===== config.mk =====
export PLATFORM = sky130hd
export DESIGN_NAME = evirq_ctrl
export DESIGN_NICKNAME = d
export VERILOG_FILES = /design/src/rtl/evirq_pkg.sv /design/src/rtl/evirq_flag_bit.sv /design/src/rtl/evirq_enable_reg.sv /design/src/rtl/evirq_readback.sv /design/src/rtl/evirq_irq_reg.sv /design/src/rtl/evirq_ctrl.sv
export SDC_FILE = /design/constraint.sdc
export NUM_CORES = 1
export LEC_CHECK = 0
export CORE_UTILIZATION = 30
export DETAILED_ROUTE_END_ITERATION = 6
export SYNTH_ARGS = -nofsm -noshare
export SYNTH_HDL_FRONTEND = slang
export SYNTH_SLANG_ARGS = --single-unit
export TNS_END_PERCENT = 50

===== constraint.sdc =====
create_clock -name clk -period 1.8 [get_ports clk]
set_clock_uncertainty 0.2 [all_clocks]
set_input_delay 0.18 -clock clk [delete_from_list [all_inputs] [get_ports clk]]
set_output_delay 0.18 -clock clk [all_outputs]
set_load 0.02 [all_outputs]

===== src/rtl/evirq_pkg.sv =====
package evirq_pkg;
  localparam int unsigned BUS_W = 8;
  localparam int unsigned SRC_N = BUS_W - 1;

  typedef enum logic {
    EN_MODE_CLEAR = 1'b0,
    EN_MODE_SET   = 1'b1
  } en_mode_e;
endpackage


===== src/rtl/evirq_flag_bit.sv =====
module evirq_flag_bit #(
  parameter bit IS_LEVEL = 1'b0
) (
  input  logic clk,
  input  logic rst,
  input  logic set_i,
  input  logic clr_i,
  input  logic lvl_i,
  output logic q_o
);
  logic q_q;
  logic q_d;

  // set has priority over clear so an event arriving with a clear is kept
  always_comb begin
    if (IS_LEVEL) q_d = lvl_i;
    else          q_d = set_i | (q_q & ~clr_i);
  end

  always_ff @(posedge clk) begin
    if (rst) q_q <= 1'b0;
    else     q_q <= q_d;
  end

  assign q_o = q_q;
endmodule


===== src/rtl/evirq_enable_reg.sv =====
module evirq_enable_reg
  import evirq_pkg::*;
#(
  parameter int unsigned N = 7
) (
  input  logic         clk,
  input  logic         rst,
  input  logic         wr_i,
  input  en_mode_e     mode_i,
  input  logic [N-1:0] mask_i,
  output logic [N-1:0] en_o
);
  logic [N-1:0] en_q;

  always_ff @(posedge clk) begin
    if (rst) begin
      en_q <= '0;
    end else if (wr_i) begin
      if (mode_i == EN_MODE_SET) en_q <= en_q | mask_i;
      else                       en_q <= en_q & ~mask_i;
    end
  end

  assign en_o = en_q;
endmodule


===== src/rtl/evirq_readback.sv =====
module evirq_readback #(
  parameter int unsigned N         = 7,
  parameter int unsigned ADDR_W    = 4,
  parameter logic [ADDR_W-1:0] FLAG_ADDR = 'hD,
  parameter logic [ADDR_W-1:0] EN_ADDR   = 'hE
) (
  input  logic              clk,
  input  logic              rst,
  input  logic              rd_i,
  input  logic [ADDR_W-1:0] addr_i,
  input  logic [N-1:0]      flag_i,
  input  logic [N-1:0]      en_i,
  output logic [N:0]        rdata_o
);
  logic [N:0] rdata_q;
  logic [N:0] sel_d;
  logic       pending;

  assign pending = |(flag_i & en_i);

  always_comb begin
    if (addr_i == FLAG_ADDR)    sel_d = {pending, flag_i};
    else if (addr_i == EN_ADDR) sel_d = {1'b1, en_i};
    else                        sel_d = '0;
  end

  always_ff @(posedge clk) begin
    if (rst)       rdata_q <= '0;
    else if (rd_i) rdata_q <= sel_d;
  end

  assign rdata_o = rdata_q;
endmodule


===== src/rtl/evirq_irq_reg.sv =====
module evirq_irq_reg #(
  parameter int unsigned N = 7
) (
  input  logic         clk,
  input  logic         rst,
  input  logic [N-1:0] flag_i,
  input  logic [N-1:0] en_i,
  output logic         irq_o
);
  logic irq_q;

  always_ff @(posedge clk) begin
    if (rst) irq_q <= 1'b0;
    else     irq_q <= |(flag_i & en_i);
  end

  assign irq_o = irq_q;
endmodule


===== src/rtl/evirq_ctrl.sv =====
module evirq_ctrl
  import evirq_pkg::*;
#(
  parameter int unsigned DATA_W = 8,
  parameter int unsigned ADDR_W = 4,
  parameter logic [ADDR_W-1:0] FLAG_ADDR = 'hD,
  parameter logic [ADDR_W-1:0] EN_ADDR   = 'hE,
  parameter logic [DATA_W-2:0] LEVEL_MASK = 'h03
) (
  input  logic              clk,
  input  logic              rst,
  input  logic [ADDR_W-1:0] addr,
  input  logic              wr_en,
  input  logic              rd_en,
  input  logic [DATA_W-1:0] wdata,
  output logic [DATA_W-1:0] rdata,
  input  logic [DATA_W-2:0] set_pulse,
  input  logic [DATA_W-2:0] clr_req,
  input  logic [DATA_W-2:0] lvl_in,
  output logic              irq
);
  localparam int unsigned N = DATA_W - 1;

  logic [N-1:0] flag_q;
  logic [N-1:0] en_q;
  logic [N-1:0] clr_vec;
  logic         wr_flag;
  logic         wr_enable;
  en_mode_e     en_mode;

  assign wr_flag   = wr_en && (addr == FLAG_ADDR);
  assign wr_enable = wr_en && (addr == EN_ADDR);
  assign en_mode   = en_mode_e'(wdata[DATA_W-1]);
  assign clr_vec   = (wr_flag ? wdata[N-1:0] : '0) | clr_req;

  for (genvar i = 0; i < N; i++) begin : g_flag
    evirq_flag_bit #(
      .IS_LEVEL(LEVEL_MASK[i])
    ) u_bit (
      .clk  (clk),
      .rst  (rst),
      .set_i(set_pulse[i]),
      .clr_i(clr_vec[i]),
      .lvl_i(lvl_in[i]),
      .q_o  (flag_q[i])
    );
  end

  evirq_enable_reg #(.N(N)) u_en (
    .clk   (clk),
    .rst   (rst),
    .wr_i  (wr_enable),
    .mode_i(en_mode),
    .mask_i(wdata[N-1:0]),
    .en_o  (en_q)
  );

  evirq_readback #(
    .N(N), .ADDR_W(ADDR_W), .FLAG_ADDR(FLAG_ADDR), .EN_ADDR(EN_ADDR)
  ) u_rd (
    .clk    (clk),
    .rst    (rst),
    .rd_i   (rd_en),
    .addr_i (addr),
    .flag_i (flag_q),
    .en_i   (en_q),
    .rdata_o(rdata)
  );

  evirq_irq_reg #(.N(N)) u_irq (
    .clk   (clk),
    .rst   (rst),
    .flag_i(flag_q),
    .en_i  (en_q),
    .irq_o (irq)
  );
endmodule


==> flow_metrics.tcl, run 1 <==
set metrics [dict create \
    status "finished clean" \
    reg2reg_to "u_rd.rdata_o[7]$_SDFFE_PP0P_" \
    area.sequential_sq_um 460 \
    critPathSlowestCell "clkdlybuf4s50_1" \
    antenna_cells 0 \
    rsz0062_at_grt "false" \
    drv_slew 0 \
    setup_viol 0 \
    crit_family "buffers and inverters" \
    max_stage_delay_ps 600 \
    grt_max_degree 23 \
    yosysTopAreaCellShare 0.414 \
    ys_warn_count 0 \
    drcViolationCount 0 \
    ys_seq_elements 23 \
    insertion_delay_ps 260 \
    cts_buffers 3 \
    worst-endpoint-arrival_ps 1190 \
    fin_total_pwr_uw 985 \
    n_fill_cell 351 \
    viasPerCell 4.84 \
    ff2ff_path_depth 3 \
    yosysTopAreaCell "dfxtp_1" \
    tightestPinTransition_ps 425 \
    hp-class "in -> reg" \
    critPathKind "reg -> out" \
    place_congestion 0.745 \
    vias 1002 \
    dieArea_sq_mm 0.00396 \
    cp-end-kind "output pin" \
    cellLeakagePower_uw 0.000664 \
    antenna_found_initial 0 \
    worst_setup_path_start_kind "register" \
    finalCritPeriodShare 0.873 \
    routed_wl_um 2520 \
    cts_setup_buffers 0 \
    required_ps 1420 \
    track_usage 0.134 \
    htree_num_levels 1 \
    cp_max_fo 2 \
    multiInputGateArea_sq_um 579 \
    post_cts_resized 0 \
    io_buffers 36 \
    yosysUniqueCellTypes 23 \
    synth_area_leaders "dfxtp_1, and3b_1, nand2b_1" \
    rows 21 \
    path_clk_slew_ps 70 \
    die_h_um 62.9 \
    hold_viol 0 \
    cts.path.max_buffers 2 \
    ant_nets 0 \
    cts-hold-fix-buffers 0 \
    synth_nets 159 \
    ys_seq_area_frac 0.414 \
    drtIter0Drc 39 \
    holdPathStages 3 \
    rr_startpoint "g_flag[3].u_bit.q_o$_SDFF_PP0_" \
    cts_sinks 23 \
    pin_count 46 \
    grt_pass1_vias 909 \
    start_util 0.323 \
    hold_start "set_pulse[2]" \
    cts_root_buf "clkbuf_8" \
    layout_min_cycle_time_ps 1570 \
    dr.pass1.iters 5 \
    worstHoldEndpoint "g_flag[2].u_bit.q_o$_SDFF_PP0_" \
    fmax_mhz 636 \
    p_per_area_mw_per_mm2 621 \
    layout_commonest_cell "clkdlybuf4s50_1" \
    syn_area_per_cell_sq_um 9.12 \
    layout_common_cells "clkdlybuf4s50_1, dfxtp_1, nand2b_1" \
    cp_cell_sequence "clkdlybuf4s50_1" \
    die_x_um 62.9 \
    maxCapViolCount 0 \
    post_drt_wl_per_cell_um 12.2 \
    core_sq_mm 0.00344 \
    synthCells 122 \
    fin_nets 199 \
    drive_above_1_share 0.0870 \
    syn-cell-area_sq_mm 0.00111 \
    regToRegSetupSlack_ps 400 \
    area_growth_syn_to_layout_pct 42.5 \
    grt_pass1_wl_um 4170 \
    relSlewSlack 0.717 \
    dp_hpwl_um 1960 \
    peakVddDrop_v 0.000218 \
    setup_tns_ps 0 \
    worst-path-buf-inv 1 \
    cts_tree "built" \
    grt_overflow 0 \
]
## synth_stat cells (all sizes together)
master / count
a21oi: 12
a222oi: 1
a22oi: 2
a311o: 5
a311oi: 1
a31o: 1
a31oi: 1
and3: 2
and3b: 14
buf: 2
clkbuf: 5
dfxtp: 23
inv: 10
mux2i: 7
nand2b: 15
nand3: 8
nand4b: 1
nor2: 1
nor2b: 4
o21ai: 7
## per-layer routing
layer,wire length [um],share of wire,global-route usage,vias to the layer above
met3,79,0.031,0.0182,2
li1,-,-,-,510
met5,0,0,0,-
met1,1250,0.50,0.174,465
met4,29,0.011,0.0698,0
met2,1160,0.46,0.212,25
## power by group
| part | switching (uW) | internal [uW] | total, uW |
|---|---|---|---|
| registers | 8.53 | 522 | 530 |
| clock network | 151 | 158 | 308 |
| logic | 55.6 | 90.7 | 146 |
| total | 215 | 770 | 985 |
## stage by stage
step                      instance area, sq um  setup WS [ps]  cells  hold WS [ps]  utilization
after detailed placement                  1540           64.8    203           262        0.447
final                                     1590            229    207           259        0.461
after floorplan                           1110            543    122           108            -
after global placement                    1540           63.3    203           260        0.447
after global routing                      1590            170    207           262        0.461
after CTS                                 1590            212    207           255        0.461
## worst max path at each step
stage	start	endpoint	slack, ps	cells after the start
3_3_place_gp	addr[0]	register	60	6
4_1_cts	u_rd.rdata_o[4]$_SDFFE_PP0P_	rdata[4]	210	1
3_5_place_dp	addr[0]	register	60	6
2_1_floorplan	g_flag[3].u_bit.q_o$_SDFF_PP0_	u_rd.rdata_o[7]$_SDFFE_PP0P_	540	3
6_report	u_rd.rdata_o[4]$_SDFFE_PP0P_	rdata[4]	230	1
5_1_grt	u_rd.rdata_o[1]$_SDFFE_PP0P_	rdata[1]	170	1
## logic make-up after synthesis
| group | Yosys count | share of synthesized area |
|---|---|---|
| multiplexers | 7 | 0.0630 |
| buffers and inverters | 17 | 0.0652 |
| AND/OR/NAND/NOR | 45 | 0.281 |
| flip-flops | 23 | 0.414 |
| AO/OA/AOI/OAI | 30 | 0.177 |
## area by class of cell
class | count | area share
Multi-Input combinational cell | 82 | 0.365
Inverter | 10 | 0.0237
Sequential cell | 23 | 0.290
Tap cell | 46 | 0.0363
Timing Repair Buffer | 42 | 0.256
Clock buffer | 4 | 0.0284
Note: power is estimated with default switching activity, not from simulation.
==> run 2, diff against run 1 <==
- CORE_ASPECT_RATIO: unset -> 1.2
==> run 2 against run 1 <==
The flow now finishes with violations (design-rule violations). Die area hardly changed. Hold slack worse by 12 ps. Sequential cell count did not move. Clock-buffer cell count is 1 lower. Critical endpoint unchanged. Largest cell class unchanged.
==> flow_metrics.tcl, run 2 (synthesis gave the netlist of run 1 again) <==
set metrics [dict create \
    status "complete, but fails checks" \
    violations "design-rule violations" \
    path_clk_slew_ps 80 \
    stdcell_count 199 \
    p_per_area_mw_per_mm2 632 \
    p_seq_frac 0.530 \
    hold_viol 0 \
    cts_setup_buffers 0 \
    dr.pass1.iters 6 \
    critPathKind "reg -> out" \
    post_drt_wl_per_cell_um 12.9 \
    setup_slack_ps 218 \
    place_ws_ps -49.2 \
    n_fill_cell 351 \
    cts.path.max_buffers 2 \
    hold_start "set_pulse[6]" \
    layout_common_cells "clkdlybuf4s50_1, dfxtp_1, nand2b_1" \
    die_h_um 68.7 \
    track_usage 0.140 \
    dieArea_sq_mm 0.00396 \
    pin_count 46 \
    fin_total_pwr_uw 1000 \
    cts_root_buf "clkbuf_8" \
    dp_hpwl_um 2000 \
    top_layer_used "met4" \
    worst-endpoint-arrival_ps 1200 \
    worst-path-buf-inv 1 \
    cp-startpoint "u_rd.rdata_o[4]$_SDFFE_PP0P_" \
    die_x_um 57.6 \
    p_comb_frac 0.147 \
    cp-end-kind "output pin" \
    grt_pass1_vias 920 \
    dp.cells 195 \
    ant_nets 0 \
    viasPerCell 5.09 \
    grt_overflow 0 \
    grt_max_degree 23 \
    reg2reg_to "u_rd.rdata_o[7]$_SDFFE_PP0P_" \
    endpoint "rdata[4]" \
    drcViolationCount 3 \
    setup_viol 0 \
    cp_max_fo 2 \
    antenna_found_initial 0 \
    rr_startpoint "g_flag[3].u_bit.q_o$_SDFF_PP0_" \
    ff2ff_path_depth 3 \
    cts_tree "built" \
    insertion_delay_ps 260 \
    area.sequential_sq_um 460 \
    layout_commonest_cell "clkdlybuf4s50_1" \
    layout_min_cycle_time_ps 1580 \
    antenna_cells 0 \
    switchingPower_uw 232 \
    p_int_uw 768 \
    switching_share 0.232 \
    fin_nets 200 \
    htree_num_levels 1 \
    rsz0062_at_grt "false" \
    place_congestion 0.715 \
    rows 23 \
    required_ps 1420 \
    multiInputGateArea_sq_um 579 \
    cts_sinks 23 \
    m1WireLength_um 1140 \
    relSlewSlack 0.712 \
    drive_above_1_share 0.0988 \
    worst-path-stages 1 \
    cts_buffers 3 \
    max_stage_delay_ps 600 \
    cp_cell_sequence "clkdlybuf4s50_1" \
    fin_util 0.458 \
    crit_family "buffers and inverters" \
    post_cts_resized 0 \
    wl_met2_um 1270 \
    critPathSlowestCell "clkdlybuf4s50_1" \
    regToRegSetupSlack_ps 390 \
    vias 1012 \
    worst_setup_path_start_kind "register" \
    routed_wl_um 2560 \
    hp-class "in -> reg" \
    grt_pass1_wl_um 4160 \
    tightestPinTransition_ps 432 \
    cellLeakagePower_uw 0.000672 \
    wl_met3_um 128 \
    maxCapViolCount 0 \
    start_util 0.322 \
    fmax_mhz 632 \
    peakVddDrop_v 0.000255 \
    area_growth_syn_to_layout_pct 42.3 \
    drv_slew 0 \
    power_frac_clock 0.323 \
    finalCritPeriodShare 0.879 \
    io_buffers 36 \
    holdWs_ps 248 \
    cts-hold-fix-buffers 0 \
    drtIter0Drc 14 \
    core_sq_mm 0.00345 \
]
[run 2: changes by cell type in the layout (fill, tap and decap cells not counted)]
cell      change
buf_4         +1
clkinv_2      +1
clkbuf_1      -1
[run 2: worst min path at each step]
stage	to	slack, ps	cells past startpoint
global route	g_flag[0].u_bit.q_o$_SDFF_PP0_	250	2
CTS	g_flag[6].u_bit.q_o$_SDFF_PP0_	250	3
finish	g_flag[6].u_bit.q_o$_SDFF_PP0_	250	3
global placement	u_rd.rdata_o[2]$_SDFFE_PP0P_	260	2
detailed placement	u_rd.rdata_o[3]$_SDFFE_PP0P_	260	2
floorplan	g_flag[0].u_bit.q_o$_SDFF_PP0_	110	1
[run 2: layout make-up]
cell class                 instances  share of cell area
tap                               37              0.0292
clock inverter                     1             0.00316
multi-input combinational         82               0.366
sequential                        23               0.291
timing repair buffer              43               0.261
inverter                          10              0.0237
clock buffer                       3              0.0261
[run 2: per-stage QoR]
step / cell area, sq um / setup TNS [ps]
2_1_floorplan: 1110 / 0
4_1_cts: 1580 / 0
6_report: 1580 / 0
3_5_place_dp: 1540 / -76.8
5_1_grt: 1580 / 0
3_3_place_gp: 1540 / -36.5
[run 2: power by group through the flow]
stage / sequential, uW / clock (uW) / combinational (uW)
after global routing: 532 / 357 / 160
after global placement: 542 / 0 / 146
after floorplan: 542 / 0 / 56.3
after detailed placement: 542 / 0 / 148
after CTS: 530 / 332 / 149
final: 530 / 323 / 147
[run 2: routing by layer]
metal,vias up,global-route usage
met3,3,0.0224
li1,515,-
met2,30,0.243
met5,-,0
met4,0,0.0640
met1,464,0.171
==> run 3, diff against run 2 <==
- GPL_ROUTABILITY_DRIVEN: unset -> 0
- clock period: 1.8 -> 1.93 ns (I/O delays scaled with it)
==> run 3 against run 2 <==
The flow still finishes with violations (design-rule violations). Highest routed layer unchanged. Register-to-register slack improved by 120 ps. Setup slack improved by 120 ps. Critical path type unchanged. Critical endpoint unchanged. Core utilization increased by 0.22 points. Combinational power decreased by 5%.
==> flow_metrics.tcl, run 3 (synthesis gave the netlist of run 1 again) <==
set metrics [dict create \
    drv_slew 0 \
    status "complete, but fails checks" \
    io_buffers 36 \
    start_util 0.322 \
    worst_setup_path_start_kind "register" \
    rows 23 \
    required_ps 1540 \
    antenna_found_initial 0 \
    tightestPinTransition_ps 447 \
    dieArea_sq_mm 0.00396 \
    area_growth_syn_to_layout_pct 43.0 \
    finalCritPeriodShare 0.825 \
    drtIter0Drc 17 \
    max_stage_delay_ps 600 \
    cts_tree "built" \
    die_x_um 57.6 \
    grt_max_degree 23 \
    violations "design-rule violations" \
    fin_util 0.461 \
    relSlewSlack 0.702 \
    cts-hold-fix-buffers 0 \
    fin_nets 201 \
    die_h_um 68.7 \
    post_drt_wl_per_cell_um 13.0 \
    layout_commonest_cell "clkdlybuf4s50_1" \
    cts.path.max_buffers 2 \
    cellLeakagePower_uw 0.000677 \
    dr.pass1.iters 6 \
    dp_hpwl_um 1990 \
    cts_root_buf "clkbuf_8" \
    p_per_area_mw_per_mm2 585 \
    cp-startpoint "u_rd.rdata_o[4]$_SDFFE_PP0P_" \
    htree_num_levels 1 \
    setup_viol 0 \
    cts_sinks 23 \
    cts_buffers 3 \
    insertion_delay_ps 260 \
    holdWs_ps 266 \
    rsz0062_at_grt "false" \
    peakVddDrop_v 0.000245 \
    core_sq_mm 0.00345 \
    path_clk_slew_ps 80 \
    critPathKind "reg -> out" \
    n_fill_cell 362 \
    cp_max_fo 2 \
    cts_setup_buffers 0 \
    hp-class "in -> reg" \
    layout_common_cells "clkdlybuf4s50_1, dfxtp_1, nand2b_1" \
    grt_pass1_vias 976 \
    ant_nets 0 \
    hold_start "set_pulse[6]" \
    worst-path-buf-inv 1 \
    fmax_mhz 628 \
    drive_above_1_share 0.104 \
    grt_pass1_wl_um 4260 \
    post_cts_resized 0 \
    drcViolationCount 3 \
    crit_family "buffers and inverters" \
    cp-end-kind "output pin" \
    routed_wl_um 2610 \
    viasPerCell 5.05 \
    critPathSlowestCell "clkdlybuf4s50_1" \
    cp_cell_sequence "clkdlybuf4s50_1" \
    track_usage 0.141 \
    hold_viol 0 \
    maxCapViolCount 0 \
    vias 1009 \
    setup_tns_ps 0 \
    rr_startpoint "g_flag[3].u_bit.q_o$_SDFF_PP0_" \
    antenna_cells 0 \
    pin_count 46 \
    grt_overflow 0 \
    worst-endpoint-arrival_ps 1200 \
    layout_min_cycle_time_ps 1590 \
]
[run 3: path summary, 6_finish.rpt]
| path | to | slack, ps | cells past startpoint |
|---|---|---|---|
| setup / recovery | rdata[4] | 340 | 1 |
| hold / removal | g_flag[6].u_bit.q_o$_SDFF_PP0_ | 270 | 3 |
| setup reg to reg | u_rd.rdata_o[7]$_SDFFE_PP0P_ | 510 | 3 |
| hold reg to reg | u_rd.rdata_o[1]$_SDFFE_PP0P_ | 270 | 2 |
[run 3: layer usage]
metal  track usage  part of all wire
met5             0                 0
met4        0.0640            0.0065
met3        0.0168             0.056
met2         0.247              0.49
met1         0.174              0.45
[run 3: worst register-to-register path: cells and delay by family, from the launching register on]
kind	cells	cell delay [ps]
AO/OA/AOI/OAI	3	780
flip-flops	1	330
[run 3: through the flow]
| step | worst slack (ps) | area (sq um) | cells | power (uW) |
|---|---|---|---|---|
| after CTS | 323 | 1590 | 200 | 940 |
| after floorplan | 673 | 1110 | 122 | 558 |
| after global routing | 287 | 1590 | 200 | 974 |
| after global placement | 149 | 1540 | 196 | 643 |
| final | 338 | 1590 | 200 | 931 |
| after detailed placement | 141 | 1540 | 196 | 646 |
[run 3: area by class of cell]
type / count / area, sq um / share of cell area
multi-input cells: 82 / 579 / 0.364
flip-flops and latches: 23 / 460 / 0.290
repair buffers: 44 / 420 / 0.264
well taps: 37 / 46.3 / 0.0291
clock buffers: 3 / 41.3 / 0.0260
inverters: 10 / 37.5 / 0.0236
clock inverters: 1 / 5.00 / 0.00315
[run 3: where the power goes]
group | leakage (uW) | switching [uW] | internal [uW]
logic | 0.000464 | 52.7 | 87.1
clock network | 0.0000255 | 152 | 144
registers | 0.000188 | 7.97 | 487
total | 0.000677 | 213 | 718
